### src/rtl/cpwm_pkg.sv
package cpwm_pkg;
  typedef enum logic [1:0] {
    EDGE_NONE = 2'b00,
    EDGE_RISE = 2'b01,
    EDGE_FALL = 2'b10,
    EDGE_BOTH = 2'b11
  } edge_sel_e;
endpackage

### src/rtl/cpwm_tri_counter.sv
module cpwm_tri_counter #(
  parameter int CNT_W = 16
) (
  input  logic             clk,
  input  logic             rst_n,
  input  logic [CNT_W-1:0] period_in,
  output logic [CNT_W-1:0] cnt_o,
  output logic [CNT_W-1:0] prd_o,
  output logic [CNT_W-1:0] prd_next_o,
  output logic             dir_up_o,
  output logic             load_o
);
  logic [CNT_W-1:0] cnt_q, cnt_d;
  logic [CNT_W-1:0] prd_q, prd_d;
  logic             up_q, up_d;
  logic             at_zero, at_peak, dir_up;

  // next-state logic
  always_comb begin
    at_zero = (cnt_q == '0);
    at_peak = (cnt_q == prd_q);
    if (at_zero)            dir_up = 1'b1;
    else if (cnt_q >= prd_q) dir_up = 1'b0;
    else                    dir_up = up_q;
    up_d = dir_up;
    if (prd_q == '0)        cnt_d = '0;
    else if (dir_up)        cnt_d = cnt_q + 1'b1;
    else                    cnt_d = cnt_q - 1'b1;
    prd_d = at_zero ? period_in : prd_q;
  end

  // state registers
  always_ff @(posedge clk or negedge rst_n) begin
    if (!rst_n) begin
      cnt_q <= '0;
      up_q  <= 1'b1;
      prd_q <= '0;
    end else begin
      cnt_q <= cnt_d;
      up_q  <= up_d;
      prd_q <= prd_d;
    end
  end

  assign cnt_o      = cnt_q;
  assign prd_o      = prd_q;
  assign prd_next_o = prd_d;
  assign dir_up_o   = dir_up;
  assign load_o     = at_zero | at_peak;

  // the count stays within the active period
  assert_cnt_bound_R1: assert property (@(posedge clk) disable iff (!rst_n)
    (prd_q != '0) |-> (cnt_q <= prd_q));
endmodule

### src/rtl/cpwm_frac_conv.sv
module cpwm_frac_conv #(
  parameter int STEP_W = 8
) (
  input  logic [STEP_W-1:0] frac_hi,
  input  logic [STEP_W-1:0] spc,
  input  logic              conv_en,
  output logic [STEP_W-1:0] steps
);
  localparam int            PW    = 2 * STEP_W;
  localparam logic [PW-1:0] ROUND = PW'(1) << (STEP_W - 1);

  logic [PW-1:0]     prod, rounded;
  logic [STEP_W-1:0] raw, limit;

  always_comb begin
    prod    = {{STEP_W{1'b0}}, frac_hi} * {{STEP_W{1'b0}}, spc};
    rounded = prod + ROUND;
    raw     = conv_en ? rounded[PW-1:STEP_W] : frac_hi;
    limit   = spc - 1'b1;
    if (spc == '0)       steps = '0;
    else if (raw > limit) steps = limit;
    else                 steps = raw;
  end
endmodule

### src/rtl/cpwm_edge_plan.sv
module cpwm_edge_plan
  import cpwm_pkg::*;
#(
  parameter int CNT_W  = 16,
  parameter int STEP_W = 8
) (
  input  logic [CNT_W-1:0]  cmp_int,
  input  logic [CNT_W-1:0]  prd_next,
  input  logic [STEP_W-1:0] steps,
  input  logic [STEP_W-1:0] spc,
  input  edge_sel_e         mode,
  input  logic              sym_en,
  output logic [STEP_W-1:0] rise_f,
  output logic [STEP_W-1:0] fall_f,
  output logic              shift
);
  logic in_range;

  always_comb begin
    in_range = (cmp_int != '0) && (cmp_int < prd_next);
    rise_f   = '0;
    fall_f   = '0;
    shift    = 1'b0;
    if (in_range) begin
      unique case (mode)
        EDGE_NONE: ;
        EDGE_RISE: rise_f = steps;
        EDGE_FALL: fall_f = steps;
        EDGE_BOTH: begin
          if (sym_en) begin
            fall_f = steps;
            if (steps != '0) begin
              rise_f = spc - steps;
              shift  = 1'b1;
            end
          end else begin
            rise_f = steps;
            fall_f = steps;
          end
        end
        default: ;
      endcase
    end
  end
endmodule

### src/rtl/cpwm_out_stage.sv
module cpwm_out_stage #(
  parameter int CNT_W  = 16,
  parameter int STEP_W = 8
) (
  input  logic              clk,
  input  logic              rst_n,
  input  logic              load,
  input  logic [CNT_W-1:0]  cnt,
  input  logic [CNT_W-1:0]  prd_act,
  input  logic              dir_up,
  input  logic [CNT_W-1:0]  cmp_new,
  input  logic [STEP_W-1:0] rise_new,
  input  logic [STEP_W-1:0] fall_new,
  input  logic              shift_new,
  output logic              pwm_o,
  output logic [STEP_W-1:0] rise_o,
  output logic [STEP_W-1:0] fall_o
);
  logic [CNT_W-1:0]  cmp_q, cmp_d;
  logic [STEP_W-1:0] rise_q, rise_d, fall_q, fall_d;
  logic              shift_q, shift_d;
  logic              pwm_q, pwm_d;
  logic              hold_hi, hold_lo;
  logic [CNT_W-1:0]  rise_pt;

  // next-state logic
  always_comb begin
    hold_hi = (cmp_q == '0);
    hold_lo = !hold_hi && (cmp_q >= prd_act);
    rise_pt = cmp_q + {{(CNT_W-1){1'b0}}, shift_q};
    pwm_d   = pwm_q;
    if (hold_hi)                         pwm_d = 1'b1;
    else if (hold_lo)                    pwm_d = 1'b0;
    else if (dir_up && (cnt == cmp_q))   pwm_d = 1'b0;
    else if (!dir_up && (cnt == rise_pt)) pwm_d = 1'b1;
    cmp_d   = load ? cmp_new   : cmp_q;
    rise_d  = load ? rise_new  : rise_q;
    fall_d  = load ? fall_new  : fall_q;
    shift_d = load ? shift_new : shift_q;
  end

  // registers
  always_ff @(posedge clk or negedge rst_n) begin
    if (!rst_n) begin
      cmp_q   <= '0;
      rise_q  <= '0;
      fall_q  <= '0;
      shift_q <= 1'b0;
      pwm_q   <= 1'b0;
    end else begin
      cmp_q   <= cmp_d;
      rise_q  <= rise_d;
      fall_q  <= fall_d;
      shift_q <= shift_d;
      pwm_q   <= pwm_d;
    end
  end

  assign pwm_o  = pwm_q;
  assign rise_o = rise_q;
  assign fall_o = fall_q;

  // a zero compare keeps the output high
  assert_hold_high_R7: assert property (@(posedge clk) disable iff (!rst_n)
    (cmp_q == '0) |=> pwm_q);
  // a compare at or above the period keeps the output low
  assert_hold_low_R7: assert property (@(posedge clk) disable iff (!rst_n)
    ((cmp_q != '0) && (cmp_q >= prd_act)) |=> !pwm_q);
  // falling edges happen only on the up slope or under a low hold
  assert_fall_on_up_R6: assert property (@(posedge clk) disable iff (!rst_n)
    $fell(pwm_q) |-> ($past(dir_up) || $past(cmp_q >= prd_act)));
  // rising edges happen only on the down slope or under a high hold
  assert_rise_on_down_R6: assert property (@(posedge clk) disable iff (!rst_n)
    $rose(pwm_q) |-> ($past(!dir_up) || $past(cmp_q == '0)));
  // a shifted rising edge always carries both fine offsets
  assert_sym_offsets_R10: assert property (@(posedge clk) disable iff (!rst_n)
    shift_q |-> ((rise_q != '0) && (fall_q != '0)));
endmodule

### src/rtl/cpwm_top.sv
module cpwm_top
  import cpwm_pkg::*;
#(
  parameter int CNT_W  = 16,
  parameter int FRAC_W = 16,
  parameter int STEP_W = 8
) (
  input  logic                    clk,
  input  logic                    rst_n,
  input  logic [CNT_W+FRAC_W-1:0] cmp_word,
  input  logic [CNT_W-1:0]        period,
  input  logic [STEP_W-1:0]       steps_per_clk,
  input  logic [1:0]              edge_sel,
  input  logic                    sym_en,
  input  logic                    conv_en,
  output logic                    pwm_out,
  output logic [STEP_W-1:0]       rise_steps,
  output logic [STEP_W-1:0]       fall_steps
);
  localparam int WORD_W = CNT_W + FRAC_W;

  logic [CNT_W-1:0]  cnt, prd_act, prd_next, cmp_int;
  logic              dir_up, load;
  logic [STEP_W-1:0] frac_hi, conv_steps, rise_new, fall_new;
  logic              shift_new;
  logic              unused_frac_lo;

  assign cmp_int        = cmp_word[WORD_W-1:FRAC_W];
  assign frac_hi        = cmp_word[FRAC_W-1 -: STEP_W];
  assign unused_frac_lo = ^cmp_word[FRAC_W-STEP_W-1:0];

  cpwm_tri_counter #(.CNT_W(CNT_W)) u_cnt (
    .clk        (clk),
    .rst_n      (rst_n),
    .period_in  (period),
    .cnt_o      (cnt),
    .prd_o      (prd_act),
    .prd_next_o (prd_next),
    .dir_up_o   (dir_up),
    .load_o     (load)
  );

  cpwm_frac_conv #(.STEP_W(STEP_W)) u_conv (
    .frac_hi (frac_hi),
    .spc     (steps_per_clk),
    .conv_en (conv_en),
    .steps   (conv_steps)
  );

  cpwm_edge_plan #(.CNT_W(CNT_W), .STEP_W(STEP_W)) u_plan (
    .cmp_int  (cmp_int),
    .prd_next (prd_next),
    .steps    (conv_steps),
    .spc      (steps_per_clk),
    .mode     (edge_sel_e'(edge_sel)),
    .sym_en   (sym_en),
    .rise_f   (rise_new),
    .fall_f   (fall_new),
    .shift    (shift_new)
  );

  cpwm_out_stage #(.CNT_W(CNT_W), .STEP_W(STEP_W)) u_out (
    .clk       (clk),
    .rst_n     (rst_n),
    .load      (load),
    .cnt       (cnt),
    .prd_act   (prd_act),
    .dir_up    (dir_up),
    .cmp_new   (cmp_int),
    .rise_new  (rise_new),
    .fall_new  (fall_new),
    .shift_new (shift_new),
    .pwm_o     (pwm_out),
    .rise_o    (rise_steps),
    .fall_o    (fall_steps)
  );

  // fine offsets change only after a turnaround load
  assert_fine_hold_R11: assert property (@(posedge clk) disable iff (!rst_n)
    !load |=> ($stable(rise_steps) && $stable(fall_steps)));
  // the converted step count never reaches steps-per-clock
  assert_step_clamp_R5: assert property (@(posedge clk) disable iff (!rst_n)
    (steps_per_clk != '0) |-> (conv_steps < steps_per_clk));
endmodule

### config.mk
export PLATFORM = sky130hd
export DESIGN_NAME = cpwm_top
export DESIGN_NICKNAME = d
export VERILOG_FILES = /design/src/rtl/cpwm_pkg.sv /design/src/rtl/cpwm_tri_counter.sv /design/src/rtl/cpwm_frac_conv.sv /design/src/rtl/cpwm_edge_plan.sv /design/src/rtl/cpwm_out_stage.sv /design/src/rtl/cpwm_top.sv
export SDC_FILE = /design/constraint.sdc
export NUM_CORES = 1
export LEC_CHECK = 0
export BUFFER_PORTS_ARGS = -buffer_cell sky130_fd_sc_hd__buf_2
export CAP_MARGIN = 20
export CORE_MARGIN = 5
export CORE_UTILIZATION = 55
export DETAILED_ROUTE_END_ITERATION = 16
export PLACE_DENSITY_LB_ADDON = 0.15
export SLEW_MARGIN = 10
export SYNTH_ARGS = -nofsm -noshare
export SYNTH_HDL_FRONTEND = slang
export SYNTH_SLANG_ARGS = --single-unit
### constraint.sdc
create_clock -name clk -period 5.65 [get_ports clk]
set_input_delay 0.8475 -clock clk [delete_from_list [all_inputs] [get_ports clk]]
set_output_delay 0.8475 -clock clk [all_outputs]
set_load 0.1 [all_outputs]
==> run metrics <==
status finished, violations left; violated checks negative setup slack; core area 0.0139 mm²; first-pass GRT wire length 33.1 mm; drt drc 0; TritonCTS Sinks 67; Die ar. 0.0168 mm²; fin worst setup slack -1.61 ns; drt initial violations 391; max-slew violations 0; Rows 43; Ports 79; cts hold-fix bufs 0; RSZ-0062 raised after global routing yes; sequential group share of total power 18.8%; Worst Setup End Kind flop; most common cell after layout, fill and taps aside ha_1; Final setup viols 17; Yosys reg bits 67; area added between synthesis and finish 23.9%; fillers 1142; crit path launch type primary input; top-area cell type share of the netlist area 21.1%; Mapped Cells 898; final hold violation count 0; Seq/Total Area, Yosys 21.4%; GPL Wtd Cong 0.933; switch share 46.1%; Power Total 0.00445 W; Ant. Diodes 0; nets 1270; Yosys cell types 58; width of the die 129 µm; Worst EP required 5.88 ns; max_slew headroom 40.5%; clock period minus worst slack 7.26 ns; P_sw 0.00205 W; IO Port Bufs 70; vias in the first global route 6876; Worst Hold Path Cells 2; dpl ws -2.01 ns; Multi-input gate area 0.00595 mm²; Tcrit/Tclk final 128%; pwr dens 458 mW/mm²; GR Util All Layers 24.3%; number of enable flip-flop cells after synthesis 0; worst skew pair latency 0.35 ns; Syn. warnings 0; Final Util 69.7%; asr flop ratio synth 100%; Via density 5.64; H-Tree Depth 3; CTS tree built; Detail Placement HPWL 15.9 mm; antenna violations before repair 0; CP dominant cell by count fa_1; proportion of layout cells with a drive suffix above 1 25.8%; Worst R2R Path Depth 18; Mapped Nets 1115; clock skew 0.00979 ns; Clk network pwr share 12.9%; die height 129 µm; worst min path class reg2reg; worst stage delay on the critical path 0.51 ns; clk slew on worst S/H paths 0.06 ns; most frequent cells in the layout ha_1 (112), buf_4 (109), inv_1 (88); Lkg Pwr 4.88 nW; internal power 0.00240 W; cell taking the most area after synthesis dfrtp_1; mean post-synth cell area 8.74 µm²; Wirelength per Cell 16.3 µm; Primary FF master, synth dfrtp_1; Starting Density 56.3%; crit path DAT 7.49 ns; Critical-path top delay cell fa_1; final wirelength 20.2 mm; critical path type in2reg; actual slew at the worst max-slew pin 0.893 ns; peak fanout along the critical path 5; Max-cap violations 0; final global-route overflow total 0; Mapped Area 0.00785 mm²; total number of vias 6978; fmax 138 MHz; Max VDD drop 0.340 mV; Post-DRT Antenna Nets 0; Clock Tree Root clkbuf_16; top cells by area, synth dfrtp_1 (21%), ha_1 (19%), fa_1 (9.4%), inv_1 (4.4%), xnor2_1 (4.0%); DRT Pass-1 Iters 5; Max Root-Sink Buffers 2; Num CTS Buffers 9; register area 0.00168 mm²; largest net degree at the start of global routing 68; combinational share of power 68.3%
==> cell type report <==
class	instances	area share [%]
clock buffer	9	2.32
clock inverter	7	0.773
inverter	92	3.55
multi-input combinational	706	61.2
sequential	67	17.3
tap	180	2.32
timing repair buffer	177	12.5
==> cells in the mapped netlist, drive strengths merged, types with 21 or more instances <==
library cell / n
nand2: 68
nor2: 46
and2: 46
a21oi: 48
fa: 37
dfrtp: 66
xnor2: 36
o21ai: 46
nand3: 21
clkbuf: 27
inv: 92
ha: 118
==> flip-flops by register name, summed over array words and instances, names as in the netlist <==
signal and count:
u_cnt.up_q 1, u_out.cmp_q 16, u_out.shift_q 1, u_out.rise_o 8
u_out.fall_o 8, u_cnt.cnt_o 16, u_cnt.prd_o 16, u_out.pwm_o 1
==> metal layers <==
metal	track usage, %	wire, µm
met4	5.75	286
met1	31.7	9100
met5	0	0
met3	3.26	740
met2	43.2	10100
==> power groups by stage <==
stage	registers [W]	logic [W]	clock network, W
3_3_place_gp	0.000838	0.00273	0
4_1_cts	0.000834	0.00293	0.000585
3_5_place_dp	0.000840	0.00277	0
5_1_grt	0.000855	0.00336	0.000603
2_1_floorplan	0.00102	0.00171	0
6_report	0.000835	0.00304	0.000576
==> final timing paths <==
path | startpoint | endpoint | slack [ns]
max | cmp_word[12] | u_out.rise_o[6]$_DFFE_PN0P_ | -1.61
min | u_out.fall_o[1]$_DFFE_PN0P_ | u_out.fall_o[1]$_DFFE_PN0P_ | 0.48
max reg2reg | u_cnt.cnt_o[14]$_DFF_PN0_ | u_cnt.cnt_o[14]$_DFF_PN0_ | 1.22
min reg2reg | u_out.fall_o[1]$_DFFE_PN0P_ | u_out.fall_o[1]$_DFFE_PN0P_ | 0.48
max in group asynchronous | rst_n | u_out.rise_o[2]$_DFFE_PN0P_ | 4.35
min in group asynchronous | rst_n | u_cnt.cnt_o[12]$_DFF_PN0_ | 0.70
==> critical path: cells and delay by family <==
kind / cells / cell delay, ns
AOI/OAI and AO/OA: 8 / 1.03
and+or+nand+nor: 13 / 1.97
adders and majority gates: 8 / 3.09
xor gates and xnor gates: 2 / 0.29
buffers and inverters: 4 / 0.24
==> through the flow <==
step	cell area (µm²)	instances	setup TNS [ns]	hold WS [ns]
floorplan	8000	898	-17.47	0.454
global placement	9050	1206	-20.38	0.466
detailed placement	9050	1206	-21.72	0.466
CTS	9610	1232	-13.86	0.478
global route	9720	1238	-21.29	0.526
finish	9720	1238	-15.72	0.479
==> logic make-up after synthesis <==
family	after synthesis	synth area share, %
mux	38	5.14
fa+ha+maj	155	28.3
compound gates	168	13.3
xor+xnor	56	6.25
simple gates	289	19.6
buf+inv	125	6.12
flops	67	21.4
==> repair_timing <==
item / CTS / global route
gates resized for setup: 47 / 15
endpoints found under the setup margin: 17 / 17
gates cloned: 0 / 0
pin swaps: 36 / 4
buffers inserted: 11 / 6
Power figures use the tool's default switching activity.
